==> src/rtl/bwr_pkg.sv <==
package bwr_pkg;

    typedef enum logic [2:0] {
        CK_IDLE    = 3'd0,
        CK_WRITE   = 3'd1,
        CK_BLOCK   = 3'd2,
        CK_LDMASK  = 3'd3,
        CK_LDCOLOR = 3'd4
    } cyc_kind_e;

    function automatic logic kind_writes(input logic [2:0] k);
        return (k == CK_WRITE) || (k == CK_BLOCK);
    endfunction

endpackage

==> src/rtl/bwr_hold_regs.sv <==
module bwr_hold_regs #(
    parameter int DW = 16
) (
    input  logic          clk,
    input  logic          rst_n,
    input  logic [2:0]    kind,
    input  logic [DW-1:0] col_dq,
    output logic [DW-1:0] colour_q,
    output logic [DW-1:0] wmask_q
);
    import bwr_pkg::*;

    typedef struct packed {
        logic [DW-1:0] colour;
        logic [DW-1:0] wmask;
    } hold_t;

    hold_t hold_d, hold_q;

    always_comb begin
        hold_d = hold_q;
        case (kind)
            CK_LDMASK:  hold_d.wmask  = col_dq;
            CK_LDCOLOR: hold_d.colour = col_dq;
            default: ;
        endcase
    end

    always_ff @(posedge clk) begin
        if (!rst_n) hold_q <= '0;
        else        hold_q <= hold_d;
    end

    assign colour_q = hold_q.colour;
    assign wmask_q  = hold_q.wmask;

    a_r7_colour_load: assert property (@(posedge clk) disable iff (!rst_n)
        (kind == CK_LDCOLOR) |=> (colour_q == $past(col_dq)));
    a_r7_colour_hold: assert property (@(posedge clk) disable iff (!rst_n)
        (kind != CK_LDCOLOR) |=> $stable(colour_q));
    a_r8_mask_load: assert property (@(posedge clk) disable iff (!rst_n)
        (kind == CK_LDMASK) |=> (wmask_q == $past(col_dq)));
    a_r8_mask_hold: assert property (@(posedge clk) disable iff (!rst_n)
        (kind != CK_LDMASK) |=> $stable(wmask_q));

endmodule

==> src/rtl/bwr_mask_pick.sv <==
module bwr_mask_pick #(
    parameter int DW = 16
) (
    input  logic          masked,
    input  logic          persist,
    input  logic [DW-1:0] row_dq,
    input  logic [DW-1:0] wmask_q,
    output logic [DW-1:0] bit_sel
);
    always_comb begin
        if (!masked)      bit_sel = '1;
        else if (persist) bit_sel = wmask_q;
        else              bit_sel = row_dq;
    end
endmodule

==> src/rtl/bwr_lane_dec.sv <==
module bwr_lane_dec #(
    parameter int LANES   = 4,
    parameter int LANE_AW = $clog2(LANES)
) (
    input  logic               is_block,
    input  logic [LANE_AW-1:0] addr_lo,
    input  logic [LANES-1:0]   colmask,
    output logic [LANES-1:0]   lane_en
);
    for (genvar i = 0; i < LANES; i++) begin : g_lane
        assign lane_en[i] = is_block ? colmask[i]
                                     : (addr_lo == LANE_AW'(i));
    end
endmodule

==> src/rtl/bwr_top.sv <==
module bwr_top #(
    parameter int DW    = 16,
    parameter int AW    = 9,
    parameter int LANES = 4
) (
    input  logic             clk,
    input  logic             rst_n,
    input  logic [2:0]       cyc_kind,
    input  logic             masked,
    input  logic             persist,
    input  logic [DW-1:0]    row_dq,
    input  logic [DW-1:0]    col_dq,
    input  logic [AW-1:0]    col_addr,
    output logic             wr_en,
    output logic [AW-1:0]    col_base,
    output logic [LANES-1:0] col_en,
    output logic [DW-1:0]    bit_en,
    output logic [DW-1:0]    wr_data
);
    import bwr_pkg::*;

    localparam int LANE_AW = $clog2(LANES);

    typedef struct packed {
        logic             wr;
        logic [AW-1:0]    base;
        logic [LANES-1:0] en;
        logic [DW-1:0]    bits;
        logic [DW-1:0]    data;
    } out_t;

    logic [DW-1:0]    colour_q, wmask_q, bit_sel;
    logic [LANES-1:0] lane_en;
    logic             is_block, is_write;
    out_t             out_d, out_q;

    assign is_block = (cyc_kind == CK_BLOCK);
    assign is_write = kind_writes(cyc_kind);

    bwr_hold_regs #(.DW(DW)) u_regs (
        .clk      (clk),
        .rst_n    (rst_n),
        .kind     (cyc_kind),
        .col_dq   (col_dq),
        .colour_q (colour_q),
        .wmask_q  (wmask_q)
    );

    bwr_mask_pick #(.DW(DW)) u_pick (
        .masked  (masked),
        .persist (persist),
        .row_dq  (row_dq),
        .wmask_q (wmask_q),
        .bit_sel (bit_sel)
    );

    bwr_lane_dec #(.LANES(LANES), .LANE_AW(LANE_AW)) u_lane (
        .is_block (is_block),
        .addr_lo  (col_addr[LANE_AW-1:0]),
        .colmask  (col_dq[LANES-1:0]),
        .lane_en  (lane_en)
    );

    always_comb begin
        out_d = '0;
        if (is_write) begin
            out_d.wr   = 1'b1;
            out_d.base = {col_addr[AW-1:LANE_AW], LANE_AW'(0)};
            out_d.en   = lane_en;
            out_d.bits = bit_sel;
            out_d.data = is_block ? colour_q : col_dq;
        end
    end

    always_ff @(posedge clk) begin
        if (!rst_n) out_q <= '0;
        else        out_q <= out_d;
    end

    assign wr_en    = out_q.wr;
    assign col_base = out_q.base;
    assign col_en   = out_q.en;
    assign bit_en   = out_q.bits;
    assign wr_data  = out_q.data;

    a_r9_quiet: assert property (@(posedge clk) disable iff (!rst_n)
        !wr_en |-> (col_en == '0 && bit_en == '0));
    a_r9_pulse: assert property (@(posedge clk) disable iff (!rst_n)
        !kind_writes(cyc_kind) |=> !wr_en);
    a_r2_one_lane: assert property (@(posedge clk) disable iff (!rst_n)
        (cyc_kind == CK_WRITE) |=>
            (wr_en && $countones(col_en) == 1 && wr_data == $past(col_dq)));
    a_r3_block_colour: assert property (@(posedge clk) disable iff (!rst_n)
        (cyc_kind == CK_BLOCK) |=> (wr_en && wr_data == $past(colour_q)));
    a_r4_all_bits: assert property (@(posedge clk) disable iff (!rst_n)
        (kind_writes(cyc_kind) && !masked) |=> (bit_en == '1));
    a_r5_row_mask: assert property (@(posedge clk) disable iff (!rst_n)
        (kind_writes(cyc_kind) && masked && !persist) |=> (bit_en == $past(row_dq)));
    a_r6_stored_mask: assert property (@(posedge clk) disable iff (!rst_n)
        (kind_writes(cyc_kind) && masked && persist) |=> (bit_en == $past(wmask_q)));

endmodule

==> config.mk <==
export PLATFORM = sky130hd
export DESIGN_NAME = bwr_top
export DESIGN_NICKNAME = d
export VERILOG_FILES = /design/src/rtl/bwr_pkg.sv /design/src/rtl/bwr_hold_regs.sv /design/src/rtl/bwr_mask_pick.sv /design/src/rtl/bwr_lane_dec.sv /design/src/rtl/bwr_top.sv
export SDC_FILE = /design/constraint.sdc
export NUM_CORES = 1
export LEC_CHECK = 0
export BUFFER_PORTS_ARGS = -buffer_cell sky130_fd_sc_hd__buf_2
export CORE_MARGIN = 8
export CORE_UTILIZATION = 44
export CTS_CLUSTER_SIZE = 16
export DETAILED_ROUTE_END_ITERATION = 8
export HOLD_SLACK_MARGIN = 0.15
export PLACE_DENSITY = 0.75
export SKIP_CTS_REPAIR_TIMING = 1
export SYNTH_ARGS = -nofsm -noshare
export SYNTH_HDL_FRONTEND = slang
export SYNTH_SLANG_ARGS = --single-unit
==> constraint.sdc <==
create_clock -name clk -period 1.3 [get_ports clk]
set_input_delay 0.26 -clock clk [delete_from_list [all_inputs] [get_ports clk]]
set_output_delay 0.26 -clock clk [all_outputs]
set_load 0.02 [all_outputs]
==> flow_summary.json <==
{
  "status": "complete, no violations",
  "period_share_pct": 85.07,
  "max-vdd-ir-drop_uv": 644.3,
  "worst_ep_arrival_time_ns": 0.85,
  "crit_fanout": 1,
  "layout_min_cycle_time_ns": 1.106,
  "worstSkewPairLatency_ns": 0.34,
  "critPathRequiredTime_ns": 1.04,
  "worst_hold_slack_ns": 0.1835,
  "cts_tree": "built",
  "path_class": "register to output pin",
  "fin_skew_ns": 0.005669,
  "cp_slowest_cell": "dfxtp_1",
  "synth_cell_type_count": 24,
  "worstSetupPathDepth": 1,
  "endpoint": "col_base[7]",
  "ff2ff_path_depth": 2,
  "routedWlPerCell_um": 14.39,
  "min_path_cells": 3,
  "die_h_um": 95.49,
  "r2r_start": "u_regs.wmask_q[15]",
  "powerDensity_mw_per_mm2": 1383,
  "grt_util_met2_pct": 25.43,
  "grt_pass1_wl_um": 10870,
  "timing.fmax_mhz": 904.2,
  "syn-instance-count": 305,
  "clock_path_buffers": 2,
  "io_pins": 94,
  "final_cell_mix": "nand2_1, buf_2, dfxtp_1",
  "via_per_inst": 4.826,
  "hold_violations": 0,
  "root_buffer": "clkbuf_8",
  "layout_commonest_cell": "nand2_1",
  "ff_latch_area_sq_mm": 0.001521,
  "floorplan.initialDensity_pct": 44.55,
  "first_pass_iters": 4,
  "hp-class": "input pin to register",
  "multi_input_area_sq_mm": 0.001119,
  "worstSetupStartpoint": "col_base[7]",
  "grt_antenna_before_repair": 0,
  "netlist_area_sq_mm": 0.002780,
  "grt_max_degree": 33,
  "core_area_sq_mm": 0.006241,
  "power_leakage_nw": 1.662,
  "antennaDiodeCount": 0,
  "drive_gt1_share_pct": 29.24,
  "dp.cells": 461,
  "startpoint_type": "register",
  "grtUsageTotal_pct": 15.38,
  "die_area_sq_mm": 0.009118,
  "fin_nets": 450,
  "clk_pin_slew_worst_paths_ns": 0.07,
  "dpl.hpwl_um": 5030,
  "overflow": 0,
  "busiest_layer": "met2",
  "postRouteAntennaNets": 0,
  "filler_cell_count": 557,
  "final.setup.tns_ns": 0,
  "cts-buffers-inserted": 9,
  "hold_path.startpoint": "col_dq[13]",
  "rows": 29,
  "cts.sinks": 76,
  "ys_ff_latch": 76,
  "initialDrtViolationCount": 141,
  "num_vias": 2336,
  "r2r_slack_ns": 0.61,
  "dieWidth_um": 95.49,
  "yosys_warnings": 0,
  "use_met1_pct": 18.11,
  "first_global_vias": 2276,
  "finalSetupViolCount": 0,
  "cp-end-kind": "output pin",
  "grt_util_met3_pct": 3.701,
  "drv_slew": 0,
  "finalWirelength_um": 6967,
  "crit_family": "flip-flops",
  "postLayoutSetupSlackWorst_ns": 0.1941,
  "critical_path_buf_inv_count": 1,
  "dp_slack_ns": 0.00006106,
  "maxCapViolations": 0,
  "grt_setup_unrepaired": "no",
  "htreeDepth": 3,
  "r2r_end": "bit_en[15]",
  "crit_chain": "buf_2",
  "io_buffers": 91,
  "stdcell_count": 484,
  "slowest_delay_ns": 0.34,
  "ys_seq_area_share_pct": 54.73,
  "area_growth_pct": 30.56,
  "place.gp.congestion": 0.7971,
  "avgSynthCellArea_sq_um": 9.115,
  "route.detailed.drc": 0
}
==> synthesized netlist by cell type <==
| master | instances | share of area (%) |
|---|---|---|
| nand2_1 | 100 | 14 |
| buf_2 | 9 | 1.6 |
| a21oi_1 | 36 | 6.5 |
| buf_4 | 4 | 1.1 |
| a21boi_0 | 21 | 5.7 |
| nor3b_4 | 1 | 0.68 |
| dfxtp_1 | 76 | 55 |
| nand3b_2 | 1 | 0.41 |
| or3b_1 | 2 | 0.63 |
| nor3b_2 | 1 | 0.45 |
| a21boi_1 | 11 | 3.0 |
| buf_1 | 1 | 0.13 |
| buf_6 | 3 | 1.2 |
| clkbuf_2 | 1 | 0.18 |
| inv_1 | 1 | 0.13 |
| xor2_1 | 1 | 0.32 |
| and3b_1 | 1 | 0.32 |
| clkbuf_1 | 6 | 0.81 |
| mux2i_1 | 16 | 5.8 |
| nand3b_1 | 3 | 0.81 |
| or3_1 | 1 | 0.23 |
| and2_1 | 7 | 1.6 |
| conb_1 | 1 | 0.13 |
| nand3_1 | 1 | 0.18 |
==> where the power goes <==
part	internal (mW)	leakage (nW)	total (mW)	switching, mW
Clock	1.27	0.117	2.08	0.813
Sequential	2.41	0.618	2.43	0.0271
Combinational	0.213	0.927	0.500	0.287
Total	3.89	1.66	5.02	1.13
==> area by class of cell <==
type	instances	share of cell area, %
Inverter	1	0.1034
Clock buffer	11	3.619
Tap cell	77	2.654
Timing Repair Buffer	109	18.13
Multi-Input combinational cell	205	30.82
Sequential cell	76	41.92
Clock inverter	5	2.758
==> state kept, by name, indices dropped and copies added, names as in the netlist <==
register,cells
col_en,4
wr_en,1
bit_en,16
wr_data,16
u_regs.colour_q,16
u_regs.wmask_q,16
col_base,7
==> logic make-up (layout without fill, tap and decap cells) <==
family	Yosys count	count (layout)	synth area share [%]
AND/OR/NAND/NOR	118	118	18.77
flip-flops	76	76	54.73
AO/OA/AOI/OAI	68	68	15.12
buffers and inverters	25	126	5.175
multiplexers	16	16	5.760
other	1	2	0.1349
XOR/XNOR	1	1	0.3151
==> stage by stage <==
step / area (sq um) / total power [mW] / util (%)
after global routing: 3630 / 5.236 / 58.16
after floorplan: 2784 / 2.772 / -
after detailed placement: 3328 / 2.970 / 53.33
after global placement: 3328 / 2.958 / 53.33
after CTS: 3560 / 5.041 / 57.04
final: 3630 / 5.018 / 58.16
==> routing by layer <==
| layer | vias to the layer above | wire length, um |
|---|---|---|
| li1 | 1187 | - |
| met1 | 1067 | 2939 |
| met2 | 74 | 3465 |
| met3 | 8 | 460 |
| met4 | 0 | 102 |
| met5 | - | 0 |
==> worst min path at each step <==
stage                           to  slack [ns]
2_1_floorplan          col_base[2]        0.38
3_3_place_gp            wr_data[7]        0.44
3_5_place_dp            wr_data[8]        0.44
4_1_cts                col_base[8]        0.10
5_1_grt        u_regs.colour_q[13]        0.18
6_report       u_regs.colour_q[13]        0.18
No activity file was read; power rests on OpenSTA's default activity.
